### config.mk
export PLATFORM = sky130hd
export DESIGN_NAME = aux_bank_ctrl
export DESIGN_NICKNAME = d
export VERILOG_FILES = /design/src/rtl/aux_bank_pkg.sv /design/src/rtl/aux_sw_decode.sv /design/src/rtl/aux_bank_route.sv /design/src/rtl/aux_status_port.sv /design/src/rtl/aux_bank_ctrl.sv
export SDC_FILE = /design/constraint.sdc
export NUM_CORES = 1
export LEC_CHECK = 0
export BUFFER_PORTS_ARGS = -buffer_cell sky130_fd_sc_hd__buf_2
export CORE_MARGIN = 2
export CORE_UTILIZATION = 40
export DETAILED_ROUTE_END_ITERATION = 12
export GPL_ROUTABILITY_DRIVEN = 1
export PLACE_DENSITY = 0.79
export RECOVER_POWER = 100
export SLEW_MARGIN = 40
export SYNTH_ARGS = -nofsm -noshare
export SYNTH_HDL_FRONTEND = slang
export SYNTH_SLANG_ARGS = --single-unit
### constraint.sdc
create_clock -name clk -period 2.4 [get_ports clk]
set_input_delay 0.24 -clock clk [delete_from_list [all_inputs] [get_ports clk]]
set_output_delay 0.24 -clock clk [all_outputs]
set_load 0.005 [all_outputs]
### src/rtl/aux_bank_pkg.sv
package aux_bank_pkg;
  typedef struct packed {
    logic s80;
    logic rd_aux;
    logic wr_aux;
    logic pg2;
    logic hires;
    logic mixed;
  } mode_t;

  // switch offsets inside the page
  localparam logic [7:0] OFF_S80_CLR = 8'h00;
  localparam logic [7:0] OFF_S80_SET = 8'h01;
  localparam logic [7:0] OFF_RDA_CLR = 8'h02;
  localparam logic [7:0] OFF_RDA_SET = 8'h03;
  localparam logic [7:0] OFF_WRA_CLR = 8'h04;
  localparam logic [7:0] OFF_WRA_SET = 8'h05;
  localparam logic [7:0] OFF_MIX_CLR = 8'h52;
  localparam logic [7:0] OFF_MIX_SET = 8'h53;
  localparam logic [7:0] OFF_PG2_CLR = 8'h54;
  localparam logic [7:0] OFF_PG2_SET = 8'h55;
  localparam logic [7:0] OFF_HGR_CLR = 8'h56;
  localparam logic [7:0] OFF_HGR_SET = 8'h57;
  // status offsets
  localparam logic [7:0] OFF_ST_RDA = 8'h13;
  localparam logic [7:0] OFF_ST_WRA = 8'h14;
  localparam logic [7:0] OFF_ST_S80 = 8'h18;
  localparam logic [7:0] OFF_ST_PG2 = 8'h1C;
  localparam logic [7:0] OFF_ST_HGR = 8'h1D;
endpackage

### src/rtl/aux_sw_decode.sv
module aux_sw_decode
  import aux_bank_pkg::*;
#(
  parameter int ADDR_W = 16,
  parameter logic [ADDR_W-1:0] PAGE_BASE = 16'hC000
) (
  input  logic              bus_valid,
  input  logic              bus_we,
  input  logic [ADDR_W-1:0] bus_addr,
  input  mode_t             cur,
  output mode_t             nxt,
  output logic              stat_hit,
  output logic              stat_bit
);
  localparam int OFF_W = 8;

  logic             in_page;
  logic [OFF_W-1:0] off;

  assign in_page = bus_valid && (bus_addr[ADDR_W-1:OFF_W] == PAGE_BASE[ADDR_W-1:OFF_W]);
  assign off     = bus_addr[OFF_W-1:0];

  always_comb begin
    nxt = cur;
    if (in_page && bus_we) begin
      case (off)
        OFF_S80_CLR: nxt.s80    = 1'b0;
        OFF_S80_SET: nxt.s80    = 1'b1;
        OFF_RDA_CLR: nxt.rd_aux = 1'b0;
        OFF_RDA_SET: nxt.rd_aux = 1'b1;
        OFF_WRA_CLR: nxt.wr_aux = 1'b0;
        OFF_WRA_SET: nxt.wr_aux = 1'b1;
        default: ;
      endcase
    end
    if (in_page) begin
      case (off)
        OFF_MIX_CLR: nxt.mixed = 1'b0;
        OFF_MIX_SET: nxt.mixed = 1'b1;
        OFF_PG2_CLR: nxt.pg2   = 1'b0;
        OFF_PG2_SET: nxt.pg2   = 1'b1;
        OFF_HGR_CLR: nxt.hires = 1'b0;
        OFF_HGR_SET: nxt.hires = 1'b1;
        default: ;
      endcase
    end
  end

  always_comb begin
    stat_hit = 1'b0;
    stat_bit = 1'b0;
    if (in_page && !bus_we) begin
      stat_hit = 1'b1;
      case (off)
        OFF_ST_RDA: stat_bit = cur.rd_aux;
        OFF_ST_WRA: stat_bit = cur.wr_aux;
        OFF_ST_S80: stat_bit = cur.s80;
        OFF_ST_PG2: stat_bit = cur.pg2;
        OFF_ST_HGR: stat_bit = cur.hires;
        default:    stat_hit = 1'b0;
      endcase
    end
  end
endmodule

### src/rtl/aux_bank_route.sv
module aux_bank_route
  import aux_bank_pkg::*;
(
  input  logic  clk,
  input  logic  rst,
  input  mode_t cur,
  input  mode_t nxt,
  output logic  rd_text_aux,
  output logic  wr_text_aux,
  output logic  rd_hgr_aux,
  output logic  wr_hgr_aux,
  output logic  disp_page
);
  localparam int NDIR = 2; // index 0 = read, 1 = write

  logic [NDIR-1:0] aux_now, aux_nxt, text_sel, hgr_q;

  assign aux_now = {cur.wr_aux, cur.rd_aux};
  assign aux_nxt = {nxt.wr_aux, nxt.rd_aux};

  for (genvar d = 0; d < NDIR; d++) begin : g_dir
    assign text_sel[d] = cur.s80 ? cur.pg2 : aux_now[d];

    // graphics window bank: computed from the next flags so it lines up
    // with the flag register, and frozen while store is on without graphics
    always_ff @(posedge clk) begin
      if (rst)
        hgr_q[d] <= 1'b0;
      else if (nxt.s80 && nxt.hires)
        hgr_q[d] <= nxt.pg2;
      else if (!nxt.s80)
        hgr_q[d] <= aux_nxt[d];
    end
  end

  assign rd_text_aux = text_sel[0];
  assign wr_text_aux = text_sel[1];
  assign rd_hgr_aux  = hgr_q[0];
  assign wr_hgr_aux  = hgr_q[1];
  assign disp_page   = cur.pg2 && !cur.s80;
endmodule

### src/rtl/aux_status_port.sv
module aux_status_port #(
  parameter int DATA_W = 8
) (
  input  logic              clk,
  input  logic              rst,
  input  logic              stat_hit,
  input  logic              stat_bit,
  output logic [DATA_W-1:0] rdata
);
  always_ff @(posedge clk) begin
    if (rst)
      rdata <= '0;
    else if (stat_hit)
      rdata <= {stat_bit, {(DATA_W-1){1'b0}}};
    else
      rdata <= '0;
  end
endmodule

### src/rtl/aux_bank_ctrl.sv
module aux_bank_ctrl
  import aux_bank_pkg::*;
#(
  parameter int ADDR_W = 16,
  parameter int DATA_W = 8,
  parameter logic [ADDR_W-1:0] PAGE_BASE = 16'hC000
) (
  input  logic              clk,
  input  logic              rst,
  input  logic              bus_valid,
  input  logic              bus_we,
  input  logic [ADDR_W-1:0] bus_addr,
  output logic [DATA_W-1:0] bus_rdata,
  output logic              rd_text_aux,
  output logic              wr_text_aux,
  output logic              rd_hgr_aux,
  output logic              wr_hgr_aux,
  output logic              disp_page,
  output logic              mix_mode
);
  mode_t mode_q, mode_d;
  logic  stat_hit, stat_bit;

  aux_sw_decode #(.ADDR_W(ADDR_W), .PAGE_BASE(PAGE_BASE)) u_dec (
    .bus_valid (bus_valid),
    .bus_we    (bus_we),
    .bus_addr  (bus_addr),
    .cur       (mode_q),
    .nxt       (mode_d),
    .stat_hit  (stat_hit),
    .stat_bit  (stat_bit)
  );

  always_ff @(posedge clk) begin
    if (rst) mode_q <= '0;
    else     mode_q <= mode_d;
  end

  aux_bank_route u_route (
    .clk         (clk),
    .rst         (rst),
    .cur         (mode_q),
    .nxt         (mode_d),
    .rd_text_aux (rd_text_aux),
    .wr_text_aux (wr_text_aux),
    .rd_hgr_aux  (rd_hgr_aux),
    .wr_hgr_aux  (wr_hgr_aux),
    .disp_page   (disp_page)
  );

  aux_status_port #(.DATA_W(DATA_W)) u_stat (
    .clk      (clk),
    .rst      (rst),
    .stat_hit (stat_hit),
    .stat_bit (stat_bit),
    .rdata    (bus_rdata)
  );

  assign mix_mode = mode_q.mixed;
endmodule

==> summary.md <==
| Metric | Value |
|---|---|
| Result of the run | complete, no violations |
| Effective utilization at floorplan | 0.434 |
| Clock latency at the later pin of the worst-skew pair | 0.26 ns |
| Height of the die | 44.9 um |
| Gp weighted congestion | 0.827 |
| Worst voltage drop across the vdd grid | 0.000337 V |
| Startpoint class of the critical path | primary input |
| CTS H-Tree Depth | 1 |
| Average routed wire per standard cell | 13.3 um |
| Type of the setup path with the least slack | in -> reg |
| Area grow syn2layout | 15.0% |
| Source of the worst hold timing path | bus_addr[4] |
| Combined buffer and inverter count along the critical path | 1 |
| Vias in the first global route | 614 |
| Final Max Slew Viols | 0 |
| Family of cells with the greatest summed delay on the critical path | simple AND/OR/NAND/NOR gates |
| Total clock buffers created by CTS | 3 |
| Worst hold slack | 0.281 ns |
| Final ANT Viol Nets | 0 |
| Reg clk slew, reported paths | 0.06 ns |
| Most used DFF post-synth | sky130_fd_sc_hd__dfxtp_1 |
| Residual overflow from global routing | 0 |
| Max Clk Rate | 528 MHz |
| Overall routing resource usage | 0.178 |
| Cell count after synthesis | 78 |
| Clk root buf | sky130_fd_sc_hd__clkbuf_4 |
| Proportion of layout cells with a drive suffix above 1 | 0.288 |
| Leading cell type in the layout, fill and taps excluded | sky130_fd_sc_hd__buf_2 |
| Worst setup EP type | flip-flop |
| HPWL Detailed | 1.23 mm |
| Share of flip-flops with an asynchronous set or reset | 0 |
| Number of max-cap violations | 0 |
| Area enclosed by the die boundary | 0.00202 sq mm |
| PnR worst setup slack | 0.507 ns |
| Power per standard cell area | 398 mW/mm^2 |
| Buffer count from post-CTS setup fixing | 0 |
| TritonCTS clock tree | yes |
| Crit path time final | 1.89 ns |
| Number of distinct library cells after synthesis | 37 |
| Final Util | 0.499 |
| Clock skew after layout | 0.00316 ns |
| Total detailed-routing wirelength | 1.60 mm |
| Most used cells in the layout excluding fill and tap cells | sky130_fd_sc_hd__buf_2 (21), sky130_fd_sc_hd__dfxtp_1 (9), sky130_fd_sc_hd__conb_1 (7) |
| Critical Path Slowest Stage Cell | sky130_fd_sc_hd__or4_1 |
| Std cell rows | 14 |
| Final total negative setup slack | 0 ns |
| Residual DRC | 0 |
| Total via count after detailed routing | 699 |
| Cell Count, Final, Fillers Out | 120 |
| Post-CTS sizing | 0 |
| Warning count from the yosys run | 0 |
| Number of buffer cells added on primary ports | 26 |
| Iteration count of the initial detailed-routing pass | 4 |
| Delay of the slowest cell on the worst path | 0.58 ns |
| Count of routing violations after the opening detailed-route iteration | 25 |
| Share of synthesized area occupied by flip-flops and latches | 0.269 |
| Antenna violations before repair | 0 |
| Die extent in x | 44.9 um |
| Final design area excluding fillers | 769 sq um |
| #FFs+latches synth | 9 |
| RR Startpoint | mode_q[2] |
| Final #Nets | 125 |
| Avg Cell Area, Syn | 8.58 sq um |
| Final count of hold timing violations | 0 |
| Final total power | 0.306 mW |
| Final worst path period share | 0.789 |
| I/O pin cnt | 34 |
| Global-route wire length before repair | 2.57 mm |
| Dpl cells | 116 |
| Data required time of the worst path | 2.53 ns |
| Pin count of the biggest net entering global routing | 12 |
| Critical path launch point | bus_addr[5] |
| Type of the worst min-delay path | in -> reg |
| Number of synthesized flops with an enable pin | 0 |
| Setup repair after global routing missed its margin | false |
| Endpoint arrival time on the critical path | 2.02 ns |
| Final-report setup violation count | 0 |
| Count of antenna diodes in the layout | 0 |
| Detailed-route vias per instance | 5.83 |
| Sink count of the clock tree | 9 |
| Pre-CTS setup slack | 0.326 ns |
| Largest fanout on the critical path | 6 |
| Summed instance area of the synthesized netlist | 669 sq um |
| Area of the core region | 0.00154 sq mm |
| Cell area reported after detailed placement | 772 sq um |
| CTS hold repair buffers | 0 |
| Maximum clock insertion buffer count | 2 |
| Critical path, cell by cell | buf_2 -> or4_1 -> or3_1 -> nor4_1 -> mux2i_1 -> o32ai_1 |
| Static leakage power | 0.301 nW |
[worst register-to-register path: cells and delay by family, from the launching register on]
kind	cells	cell delay, ns
AOI/OAI and AO/OA	4	0.60
and+or+nand+nor	1	0.17
DFF	1	0.35
[final timing paths]
kind	slack [ns]	to	cells after the start
setup / recovery	0.51	u_route.wr_hgr_aux	6
hold / removal	0.28	u_stat.rdata[7]	2
setup reg to reg	1.15	u_route.wr_hgr_aux	5
hold reg to reg	0.51	mix_mode	2
[cell usage after synthesis (all sizes together), types with 2 or more instances]
library cell   n  area [sq um]
o21ai          3          15.0
nor2           5          18.8
a311oi         2          17.5
a21oi          2          10.0
o32ai          2          17.5
or2            2          12.5
nor3b          2          20.0
buf           10          73.8
or3            3          18.8
nor4           4          40.0
nand2b         2          12.5
nand4b         2          17.5
mux2i          5          50.1
o22ai          2          12.5
dfxtp          9           180
nor3           3          15.0
inv            3          11.3
nor2b          2          12.5
[area by class of cell]
type                       instances  area, sq um
multi-input combinational         61          399
fill                             164          772
sequential                         9          180
tap                               16         20.0
inverter                           3         11.3
timing repair buffer              27          133
clock buffer                       4         26.3
[layer usage]
metal / share of wire / track usage / vias up
li1: - / - / 331
met1: 0.40 / 0.196 / 329
met2: 0.50 / 0.293 / 35
met3: 0.089 / 0.0640 / 4
met4: 0.012 / 0.106 / 0
met5: 0 / 0 / -
[where the power goes]
part	internal, mW	switching, mW	leakage [nW]
registers	0.149	0.00000136	0.0724
logic	0.0172	0.0225	0.214
clock network	0.0641	0.0532	0.0150
total	0.231	0.0757	0.301
[flip-flops by register name, indices dropped and copies added (netlist names)]
signal,cells
mix_mode,1
mode_q,5
u_route.rd_hgr_aux,1
u_route.wr_hgr_aux,1
u_stat.rdata,1
[cell families (layout without fill, tap and decap cells)]
family | after synthesis | after routing | synth area share
AND/OR/NAND/NOR | 32 | 32 | 0.335
AO/OA/AOI/OAI | 16 | 16 | 0.166
buffers and inverters | 14 | 34 | 0.133
other | 1 | 7 | 0.00560
multiplexers | 6 | 6 | 0.0916
flip-flops | 9 | 9 | 0.269
Note: power is estimated with default switching activity, not from simulation.
